<file path="config.mk">
export PLATFORM = sky130hd
export DESIGN_NAME = spi_xfer_master
export DESIGN_NICKNAME = d
export VERILOG_FILES = /design/src/rtl/spi_xfer_pkg.sv /design/src/rtl/spi_xfer_ctrl.sv /design/src/rtl/spi_xfer_dp.sv /design/src/rtl/spi_xfer_master.sv
export SDC_FILE = /design/constraint.sdc
export NUM_CORES = 1
export LEC_CHECK = 0
export ABC_CLOCK_PERIOD_IN_PS = 2100
export BUFFER_PORTS_ARGS = -buffer_cell sky130_fd_sc_hd__buf_4
export CAP_MARGIN = 20
export CORE_MARGIN = 2
export CORE_UTILIZATION = 45
export CTS_CLUSTER_SIZE = 16
export DETAILED_ROUTE_END_ITERATION = 7
export PLACE_DENSITY = 0.76
export RECOVER_POWER = 50
export SLEW_MARGIN = 15
export SYNTH_ARGS = -nofsm -noshare
export SYNTH_HDL_FRONTEND = slang
export SYNTH_SLANG_ARGS = --single-unit
</file>
<file path="constraint.sdc">
create_clock -name clk -period 2.1 [get_ports clk]
set_input_delay 0.42 -clock clk [delete_from_list [all_inputs] [get_ports clk]]
set_output_delay 0.42 -clock clk [all_outputs]
set_load 0.05 [all_outputs]
</file>
<file path="src/rtl/spi_xfer_pkg.sv">
package spi_xfer_pkg;

  // Strobes from the sequencer to the datapath, one cycle each
  typedef struct packed {
    logic load;     // take the queued byte (or dummy) into the shift register
    logic launch;   // present the next bit on the serial output
    logic capture;  // sample the serial input into the receive shifter
    logic commit;   // move the received word to the receive buffer
  } xferStrobeT;

  typedef enum logic [1:0] {
    ST_IDLE  = 2'd0,
    ST_SHIFT = 2'd1,
    ST_TRAIL = 2'd2
  } xferStateT;

endpackage

</file>
<file path="src/rtl/spi_xfer_ctrl.sv">
module spi_xfer_ctrl
  import spi_xfer_pkg::*;
#(
  parameter int DATA_W = 8,
  parameter int DIV_W  = 8
) (
  input  logic             clk,
  input  logic             rstN,
  input  logic [DIV_W-1:0] divSel,
  input  logic             cpol,
  input  logic             cpha,
  input  logic             selEn,
  output logic             sck,
  output logic             ssN,
  output xferStrobeT       strobe
);

  localparam int EDGES = 2 * DATA_W;
  localparam int EC_W  = $clog2(EDGES + 1);
  localparam logic [EC_W-1:0] LAST_EDGE = EC_W'(EDGES);

  xferStateT        state;
  logic [DIV_W-1:0] cnt;
  logic [EC_W-1:0]  edgeCnt;
  logic [EC_W-1:0]  edgeNum;
  logic             halfDone;
  logic             activeEdge;
  logic             lastEdge;

  // Edges are numbered from 1; odd numbers are the active ones
  assign halfDone   = (cnt >= divSel);
  assign edgeNum    = edgeCnt + 1'b1;
  assign activeEdge = edgeNum[0];
  assign lastEdge   = (edgeNum == LAST_EDGE);

  always_comb begin
    strobe = '0;
    unique case (state)
      ST_IDLE: begin
        if (selEn) begin
          strobe.load   = 1'b1;
          strobe.launch = cpha;  // phase 1 pre-drives the first bit
        end
      end
      ST_SHIFT: begin
        if (halfDone) begin
          if (activeEdge) begin
            strobe.launch  = !cpha;
            strobe.capture = cpha;
          end else begin
            strobe.capture = !cpha;
            strobe.launch  = cpha && !lastEdge;
          end
        end
      end
      ST_TRAIL: begin
        strobe.commit = halfDone;
      end
      default: strobe = '0;
    endcase
  end

  always_ff @(posedge clk) begin
    if (!rstN) begin
      state   <= ST_IDLE;
      cnt     <= '0;
      edgeCnt <= '0;
      sck     <= 1'b0;
      ssN     <= 1'b1;
    end else begin
      unique case (state)
        ST_IDLE: begin
          sck     <= cpol;
          cnt     <= '0;
          edgeCnt <= '0;
          if (selEn) begin
            state <= ST_SHIFT;
            ssN   <= 1'b0;
          end
        end
        ST_SHIFT: begin
          if (halfDone) begin
            cnt     <= '0;
            sck     <= ~sck;
            edgeCnt <= edgeNum;
            if (lastEdge) state <= ST_TRAIL;
          end else begin
            cnt <= cnt + 1'b1;
          end
        end
        ST_TRAIL: begin
          if (halfDone) begin
            cnt   <= '0;
            ssN   <= 1'b1;
            state <= ST_IDLE;
          end else begin
            cnt <= cnt + 1'b1;
          end
        end
        default: state <= ST_IDLE;
      endcase
    end
  end

  AST_SCK_HOLDS_MIDHALF: assert property (@(posedge clk) disable iff (!rstN)
    (state == ST_SHIFT && !halfDone) |=> $stable(sck));
  AST_TRAIL_AFTER_ALL_EDGES: assert property (@(posedge clk) disable iff (!rstN)
    (state == ST_TRAIL) |-> (edgeCnt == LAST_EDGE && !ssN));
  AST_SELECT_STEADY: assert property (@(posedge clk) disable iff (!rstN)
    (state == ST_SHIFT) |=> !ssN);

endmodule

</file>
<file path="src/rtl/spi_xfer_dp.sv">
module spi_xfer_dp
  import spi_xfer_pkg::*;
#(
  parameter int                DATA_W = 8,
  parameter logic [DATA_W-1:0] DUMMY  = '1
) (
  input  logic              clk,
  input  logic              rstN,
  input  xferStrobeT        strobe,
  input  logic              txWrite,
  input  logic [DATA_W-1:0] txData,
  input  logic              miso,
  input  logic              rxRead,
  output logic              mosi,
  output logic [DATA_W-1:0] rxData,
  output logic              rxValid,
  output logic              txEmpty,
  output logic              overrun
);

  localparam int MSB = DATA_W - 1;

  logic [DATA_W-1:0] txBuf;
  logic              txFull;
  logic [DATA_W-1:0] txShift;
  logic [DATA_W-1:0] rxShift;
  logic [DATA_W-1:0] nextWord;
  logic [DATA_W-1:0] shiftSrc;

  assign nextWord = txFull ? txBuf : DUMMY;
  assign shiftSrc = strobe.load ? nextWord : txShift;
  assign txEmpty  = !txFull;

  // Transmit buffer: a write wins over the load in the same cycle
  always_ff @(posedge clk) begin
    if (!rstN) begin
      txBuf  <= '0;
      txFull <= 1'b0;
    end else if (txWrite) begin
      txBuf  <= txData;
      txFull <= 1'b1;
    end else if (strobe.load) begin
      txFull <= 1'b0;
    end
  end

  // Outgoing shifter and serial output
  always_ff @(posedge clk) begin
    if (!rstN) begin
      txShift <= '0;
      mosi    <= 1'b1;
    end else begin
      if (strobe.launch) begin
        mosi    <= shiftSrc[MSB];
        txShift <= {shiftSrc[MSB-1:0], 1'b0};
      end else if (strobe.load) begin
        mosi    <= 1'b1;
        txShift <= shiftSrc;
      end else if (strobe.commit) begin
        mosi    <= 1'b1;
      end
    end
  end

  // Incoming shifter and receive buffer
  always_ff @(posedge clk) begin
    if (!rstN) begin
      rxShift <= '0;
      rxData  <= '0;
      rxValid <= 1'b0;
      overrun <= 1'b0;
    end else begin
      if (strobe.capture) rxShift <= {rxShift[MSB-1:0], miso};
      if (strobe.commit) rxData <= rxShift;
      rxValid <= strobe.commit || (rxValid && !rxRead);
      overrun <= (strobe.commit && rxValid && !rxRead) || (overrun && !rxRead);
    end
  end

  AST_COMMIT_SETS_VALID: assert property (@(posedge clk) disable iff (!rstN)
    strobe.commit |=> rxValid);
  AST_OVERRUN_CAUSE: assert property (@(posedge clk) disable iff (!rstN)
    $rose(overrun) |-> ($past(rxValid) && $past(strobe.commit)));
  AST_LOAD_EMPTIES: assert property (@(posedge clk) disable iff (!rstN)
    (strobe.load && !txWrite) |=> txEmpty);
  AST_WRITE_FILLS: assert property (@(posedge clk) disable iff (!rstN)
    txWrite |=> !txEmpty);
  AST_NO_SHIFT_AT_COMMIT: assert property (@(posedge clk) disable iff (!rstN)
    !(strobe.commit && (strobe.launch || strobe.capture || strobe.load)));

endmodule

</file>
<file path="src/rtl/spi_xfer_master.sv">
module spi_xfer_master
  import spi_xfer_pkg::*;
#(
  parameter int                DATA_W = 8,
  parameter int                DIV_W  = 8,
  parameter logic [DATA_W-1:0] DUMMY  = '1
) (
  input  logic              clk,
  input  logic              rstN,
  input  logic [DIV_W-1:0]  divSel,
  input  logic              cpol,
  input  logic              cpha,
  input  logic              selEn,
  input  logic              txWrite,
  input  logic [DATA_W-1:0] txData,
  input  logic              miso,
  input  logic              rxRead,
  output logic              sck,
  output logic              mosi,
  output logic              ssN,
  output logic [DATA_W-1:0] rxData,
  output logic              rxValid,
  output logic              txEmpty,
  output logic              overrun
);

  xferStrobeT strobe;

  spi_xfer_ctrl #(
    .DATA_W(DATA_W),
    .DIV_W (DIV_W)
  ) u_ctrl (
    .clk   (clk),
    .rstN  (rstN),
    .divSel(divSel),
    .cpol  (cpol),
    .cpha  (cpha),
    .selEn (selEn),
    .sck   (sck),
    .ssN   (ssN),
    .strobe(strobe)
  );

  spi_xfer_dp #(
    .DATA_W(DATA_W),
    .DUMMY (DUMMY)
  ) u_dp (
    .clk    (clk),
    .rstN   (rstN),
    .strobe (strobe),
    .txWrite(txWrite),
    .txData (txData),
    .miso   (miso),
    .rxRead (rxRead),
    .mosi   (mosi),
    .rxData (rxData),
    .rxValid(rxValid),
    .txEmpty(txEmpty),
    .overrun(overrun)
  );

endmodule

</file>
# [Word level (Yosys, flattened, before mapping)]
# Cells that the tools add are included.
[classes] add_sub_neg=2 order_cmp=1 eq_ne=7 n_mux=30 n_bitwise=2 n_reduce_logical=23
[op_table] operator="2-to-1 mux 8 bit" count=5
[op_table] operator="one-hot mux 8 bit (2 select lines)" count=1
[op_table] operator="2-to-1 mux 2 bit" count=7
[op_table] operator="2-to-1 mux 1 bit" count=11
[op_table] operator="one-hot mux 5 bit (2 select lines)" count=1
[op_table] operator="nonzero test 2 bit" count=5
[op_table] operator="adder 8 x 1 -> 8 bit, second input constant" count=1
[op_table] operator=">= comparator 8 bit" count=1
[op_table] operator="inequality test 2 x 1 -> 1 bit, second input constant" count=3
[op_table] operator="one-hot mux 1 bit (2 select lines)" count=3
[op_table] operator="one-hot mux 2 bit (3 select lines)" count=1
[op_table] operator="adder 5 x 1 -> 5 bit, second input constant" count=1
[op_table] operator="== test 5 bit, second input constant" count=1
[op_table] operator="logical AND 1 bit" count=5
[op_table] operator="2-to-1 mux 5 bit" count=1
[op_table] operator="logical NOT 1 bit" count=4
[op_table] operator="AND reduction 4 bit" count=1
[op_table] operator="OR reduction 2 bit" count=2
[op_table] operator="AND reduction 3 bit" count=1
[op_table] operator="nonzero test 3 bit" count=1
[op_table] operator="== test 2 x 1 -> 1 bit, second input constant" count=1
[op_table] operator="== test 2 bit, second input constant" count=1
[op_table] operator="logical NOT 2 bit" count=1
[op_table] operator="logical OR 1 bit" count=2
[op_table] operator="other kinds (3)" count=4
[totals] register_bits=53 in_bits=24

# [Longest topological paths before layout]
[logic_depth] depth_word=8 depth_mapped=8

# [Cells and area by module]
# From an unflattened synthesis, not the netlist that was laid out.
[unflattened] cells_unflattened=282 hier_area_um2=2733.9
[modules_own_cells] module="spi_xfer_dp" n_inst=1 cells_per_inst=134 area_each_um2=1456.4
[modules_own_cells] module="spi_xfer_ctrl" n_inst=1 cells_per_inst=148 area_each_um2=1277.5

# [Worst setup path after synthesis]
# No wires, ideal clock.
[synth_path] path_kind="input port to flip-flop" startpoint="input port divSel[5]" endpoint="register u_dp.txShift[1]" setup_time_ns=0.072 arrival_time_ns=2.022 setup_slack_ns=0.006 stages=7 path_buffers=0 path_cell_list="inv_1 > ha_1 > a21oi_1 > o21ai_1 > a32o_2 > a211oi_4 > mux2i_1"
[synth_between] elab_chain_len=4 elab_cells_between_ends=5 cone_classes="order compare (1); mux (3); reduce/logical (1)"
[synth_lines] element="start, declared" line_no="spi_xfer_master.sv:10" text="input logic [DIV_W-1:0] divSel,"
[synth_lines] element=">= comparator 8 bit (*)" line_no="spi_xfer_ctrl.sv:31" text="assign halfDone = (cnt >= divSel);"
[synth_lines] element="2-to-1 mux 2 bit (*)" line_no="spi_xfer_ctrl.sv:46" text="if (halfDone) begin"
[synth_lines] element="one-hot mux 1 bit (2 select lines) (*)" line_no="spi_xfer_ctrl.sv:38" text="unique case (state)"
[synth_lines] element="2-to-1 mux 8 bit / nonzero test 2 bit (equally long branches)"
[synth_lines] element="end signal, assigned" line_no="spi_xfer_dp.sv:55" text="txShift <= {shiftSrc[MSB-1:0], 1'b0};"
[synth_lines] element="end signal, assigned" line_no="spi_xfer_dp.sv:58" text="txShift <= shiftSrc;"
[synth_lines] element="end, declared" line_no="spi_xfer_dp.sv:25" text="logic [DATA_W-1:0] txShift;"
# Every way passes the cells marked *; elsewhere a longest branch is shown, timed or not.
# A chain may end at the register's enable or synchronous reset.

# [Worst setup path in the final report]
[layout_path] startpoint="register u_ctrl.cnt[7]" endpoint="register u_dp.mosi"
[layout_between] elab_chain_len=4 elab_cells_between_ends=6 cone_classes="order compare (1); mux (4); reduce/logical (1)"
[layout_lines] element="start, declared" line_no="spi_xfer_ctrl.sv:23" text="logic [DIV_W-1:0] cnt;"
[layout_lines] element="start signal, assigned" line_no="spi_xfer_ctrl.sv:88" text="cnt <= cnt + 1'b1;"
[layout_lines] element="start signal, assigned" line_no="spi_xfer_ctrl.sv:97" text="cnt <= cnt + 1'b1;"
[layout_lines] element=">= comparator 8 bit (*)" line_no="spi_xfer_ctrl.sv:31"
[layout_lines] element="2-to-1 mux 2 bit" line_no="spi_xfer_ctrl.sv:46"
[layout_lines] element="one-hot mux 1 bit (2 select lines)" line_no="spi_xfer_ctrl.sv:38"
[layout_lines] element="nonzero test 3 bit (no line) / 2-to-1 mux 1 bit (equally long branches)"
[layout_lines] element="end signal, assigned" line_no="spi_xfer_dp.sv:54" text="mosi <= shiftSrc[MSB];"
[layout_lines] element="end, declared" line_no="spi_xfer_dp.sv:14" text="output logic mosi,"
# Marked as above.

==> results.json <==
{
  "r2r_start": "u_ctrl.cnt[7]",
  "fin_crit_sh": 0.933,
  "max_cap_violations": 0,
  "hold_path.startpoint": "rxRead",
  "max_slew_margin": 0.491,
  "wirelength_met1_um": 2820,
  "syn_inst": 310,
  "start_util": 0.473,
  "hold_violations": 0,
  "holdCritPathClass": "primary input to flip-flop",
  "path_clk_slew_ns": 0.09,
  "cts_tree": "built",
  "dieHeight_um": 80.5,
  "r2r-end": "u_dp.mosi",
  "yosys_warnings": 0,
  "finish.utilization": 0.562,
  "avgRoutedWirePerCell_um": 13.5,
  "cts_root_buf": "clkbuf_8",
  "dr.pass1.iters": 5,
  "yosysUniqueCellTypes": 45,
  "vias_per_cell": 5.49,
  "setup_violations": 0,
  "route.detailed.drc": 0,
  "wl_met2_um": 2750,
  "required_ns": 2.34,
  "max_stage_delay_ns": 0.34,
  "regArea_um2": 1060,
  "wl_um": 5780,
  "final.setup.worst_slack_ns": 0.140,
  "fill_cells": 550,
  "arrival_ns": 2.20,
  "critPathKind": "flip-flop to flip-flop",
  "clock_sinks": 53,
  "syn_area_per_cell_um2": 8.50,
  "ctsHoldBuffers": 0,
  "overflow": 0,
  "synth_edf_count": 0,
  "syn_area_um2": 2630,
  "drive_gt1_frac": 0.157,
  "post-place-ws_ns": -0.0323,
  "critPathLaunchType": "flip-flop",
  "grt_pass1_wl_um": 9540,
  "rsz0062_at_grt": "false",
  "fmax_mhz": 510,
  "postSynthRegisterBits": 53,
  "synth_nets": 348,
  "io_pins": 38,
  "met3_length_um": 151,
  "place_hpwl_um": 4170,
  "multi_input_area_um2": 1450,
  "finClkSkew_ns": 0.0102,
  "ff2ff_setup_slack_ns": 0.14,
  "postCtsSetupBuffers": 0,
  "drt-initial-drc-count": 105,
  "htreeDepth": 2,
  "dieArea_um2": 6480,
  "rows": 27,
  "synth-simple-area-share": 0.191,
  "synth-compound-area-share": 0.205,
  "min_period_ns": 1.96,
  "die_x_um": 80.5,
  "top_layer": "met4",
  "leakagePower_nw": 1.25,
  "worstSetupEndpointType": "flip-flop",
  "hold-path-endpoint": "u_dp.overrun",
  "clockBufferDepth": 2,
  "seq_area_frac_synth": 0.403,
  "grt_pass1_vias": 2148,
  "hold_depth": 2,
  "coreArea_um2": 5570,
  "worst_pin_slew_ns": 0.762,
  "rr_worst_depth": 7,
  "synthXorXnorAreaFrac": 0.0233,
  "synthFlopType": "dfxtp_1",
  "ant_nets": 0,
  "synth_async_sr_flop_share": 0,
  "outcome": "finished, final reports clean",
  "ys_top_cells_by_count": "53 x dfxtp_1, 32 x nand3_1, 26 x a21oi_1",
  "synth_area_leaders": "dfxtp_1 40%, ha_1 6.7%, mux2i_1 6.1%",
  "synth_top_family_by_area": "compound AO/OA/AOI/OAI gates",
  "powerDensity_nw_per_um2": 739,
  "final_nets": 395,
  "place_congestion": 0.802,
  "antenna_found_initial": 0,
  "slew_violations": 0,
  "vias": 2354,
  "synth_adder_area_share": 0.0665,
  "synthMuxAreaShare": 0.0608,
  "synth_top_cell_by_area": "dfxtp_1",
  "grt_max_degree": 24,
  "synth_top_area_share": 0.403,
  "worstSkewPairLatency_ns": 0.30,
  "crit_fanout": 13,
  "worstPathCellList": "ha_1 > nand2_1 > o21ai_1 > a32o_1 > clkbuf_2 > o21ai_0 > a2bb2oi_1",
  "synth_most_common_cell": "dfxtp_1",
  "grt_util_all_layers": 0.186,
  "slowest_stage": "dfxtp_1",
  "ir_drop_uv": 417,
  "diodes": 0,
  "area_growth_pct": 18.9,
  "portBuffers": 37,
  "numCtsBuffers": 5
}
## stage by stage
stage	instance area [um2]	hold slack [ns]	std cells	power, mW	setup TNS, ns
global placement	3080	0.456	422	1.75	-0.00530
global route	3130	0.269	429	2.44	0
CTS	3170	0.262	429	2.34	0
floorplan	2630	0.440	310	1.55	0
finish	3130	0.274	429	2.31	0
detailed placement	3080	0.464	422	1.76	-0.204
## power by group
group	switching [mW]	internal (mW)
clock network	0.326	0.261
registers	0.0441	1.08
logic	0.352	0.247
## cells by family after synthesis
family | Yosys count
simple gates | 102
compound gates | 85
flops | 53
buf+inv | 33
mux | 16
fa+ha+maj | 14
xor+xnor | 7
## registers in the layout (all words and copies together), names as in the netlist
| signal | count |
|---|---|
| u_ctrl.cnt | 8 |
| u_ctrl.ssN | 1 |
| u_dp.rxData | 8 |
| u_ctrl.state | 2 |
| u_dp.rxShift | 8 |
| u_dp.txBuf | 8 |
| u_ctrl.sck | 1 |
| u_dp.rxValid | 1 |
| u_dp.overrun | 1 |
| u_dp.txShift | 8 |
| u_ctrl.edgeCnt | 5 |
| u_dp.txFull | 1 |
| u_dp.mosi | 1 |
## cell type report
cell class,count,area share
Clock buffer,6,0.0264
Clock inverter,1,0.00240
Inverter,18,0.0216
Multi-Input combinational cell,224,0.464
Sequential cell,53,0.339
Tap cell,72,0.0288
Timing Repair Buffer,55,0.117
## timing repair
action                                 in CTS  in global routing
resized for setup                           0                  5
endpoints found under the hold margin       0                  0
setup endpoints to repair                   0                 13
## worst max path at each step
stage,startpoint,endpoint,slack [ns]
after global placement,divSel[7],u_ctrl.state[1],-0.003
final,u_ctrl.cnt[7],u_dp.mosi,0.14
after floorplan,divSel[5],u_dp.txShift[1],0.006
after global routing,u_ctrl.cnt[5],u_dp.txShift[7],0.01
after CTS,u_ctrl.cnt[0],u_ctrl.state[1],0.07
after detailed placement,divSel[2],u_dp.txShift[5],-0.03
## worst max-delay path, delay by kind of cell, from the launching register on
family,cells,cell delay (ns)
DFF,1,0.34
adders and majority gates,1,0.33
and+or+nand+nor,1,0.14
AOI/OAI and AO/OA,4,0.80
buffers and inverters,1,0.29
## cell usage in the layout (no fill, tap or decap), types with 2 or more instances in the layout
| master | netlist | final |
|---|---|---|
| and2_1 | 2 | 2 |
| nor4_1 | 2 | 2 |
| inv_1 | 17 | 18 |
| mux2i_1 | 16 | 16 |
| nand3_1 | 32 | 32 |
| nor2_1 | 20 | 19 |
| o311ai_0 | 2 | 2 |
| nand4_1 | 3 | 3 |
| xnor2_1 | 4 | 4 |
| ha_1 | 14 | 14 |
| clkbuf_1 | 11 | 15 |
| dfxtp_1 | 53 | 52 |
| or3_1 | 9 | 9 |
| a21oi_1 | 26 | 25 |
| nand2_1 | 20 | 20 |
| buf_4 | 0 | 38 |
| a32oi_1 | 2 | 2 |
| o21a_1 | 4 | 4 |
| nor2b_1 | 2 | 2 |
| nand3b_1 | 2 | 2 |
| o21ai_0 | 21 | 21 |
| nor3_1 | 3 | 3 |
| a31oi_1 | 4 | 4 |
| xor2_1 | 3 | 3 |
| a2bb2oi_1 | 2 | 2 |
| clkbuf_8 | 0 | 6 |
| a21oi_2 | 1 | 2 |
| nand2b_1 | 4 | 4 |
| o211ai_1 | 11 | 11 |
## metal layers
metal,up-vias,track usage
met4,0,0.0712
li1,1209,-
met1,1107,0.242
met5,-,0
met2,36,0.314
met3,2,0.0236
(Power assumes the default switching activity.)
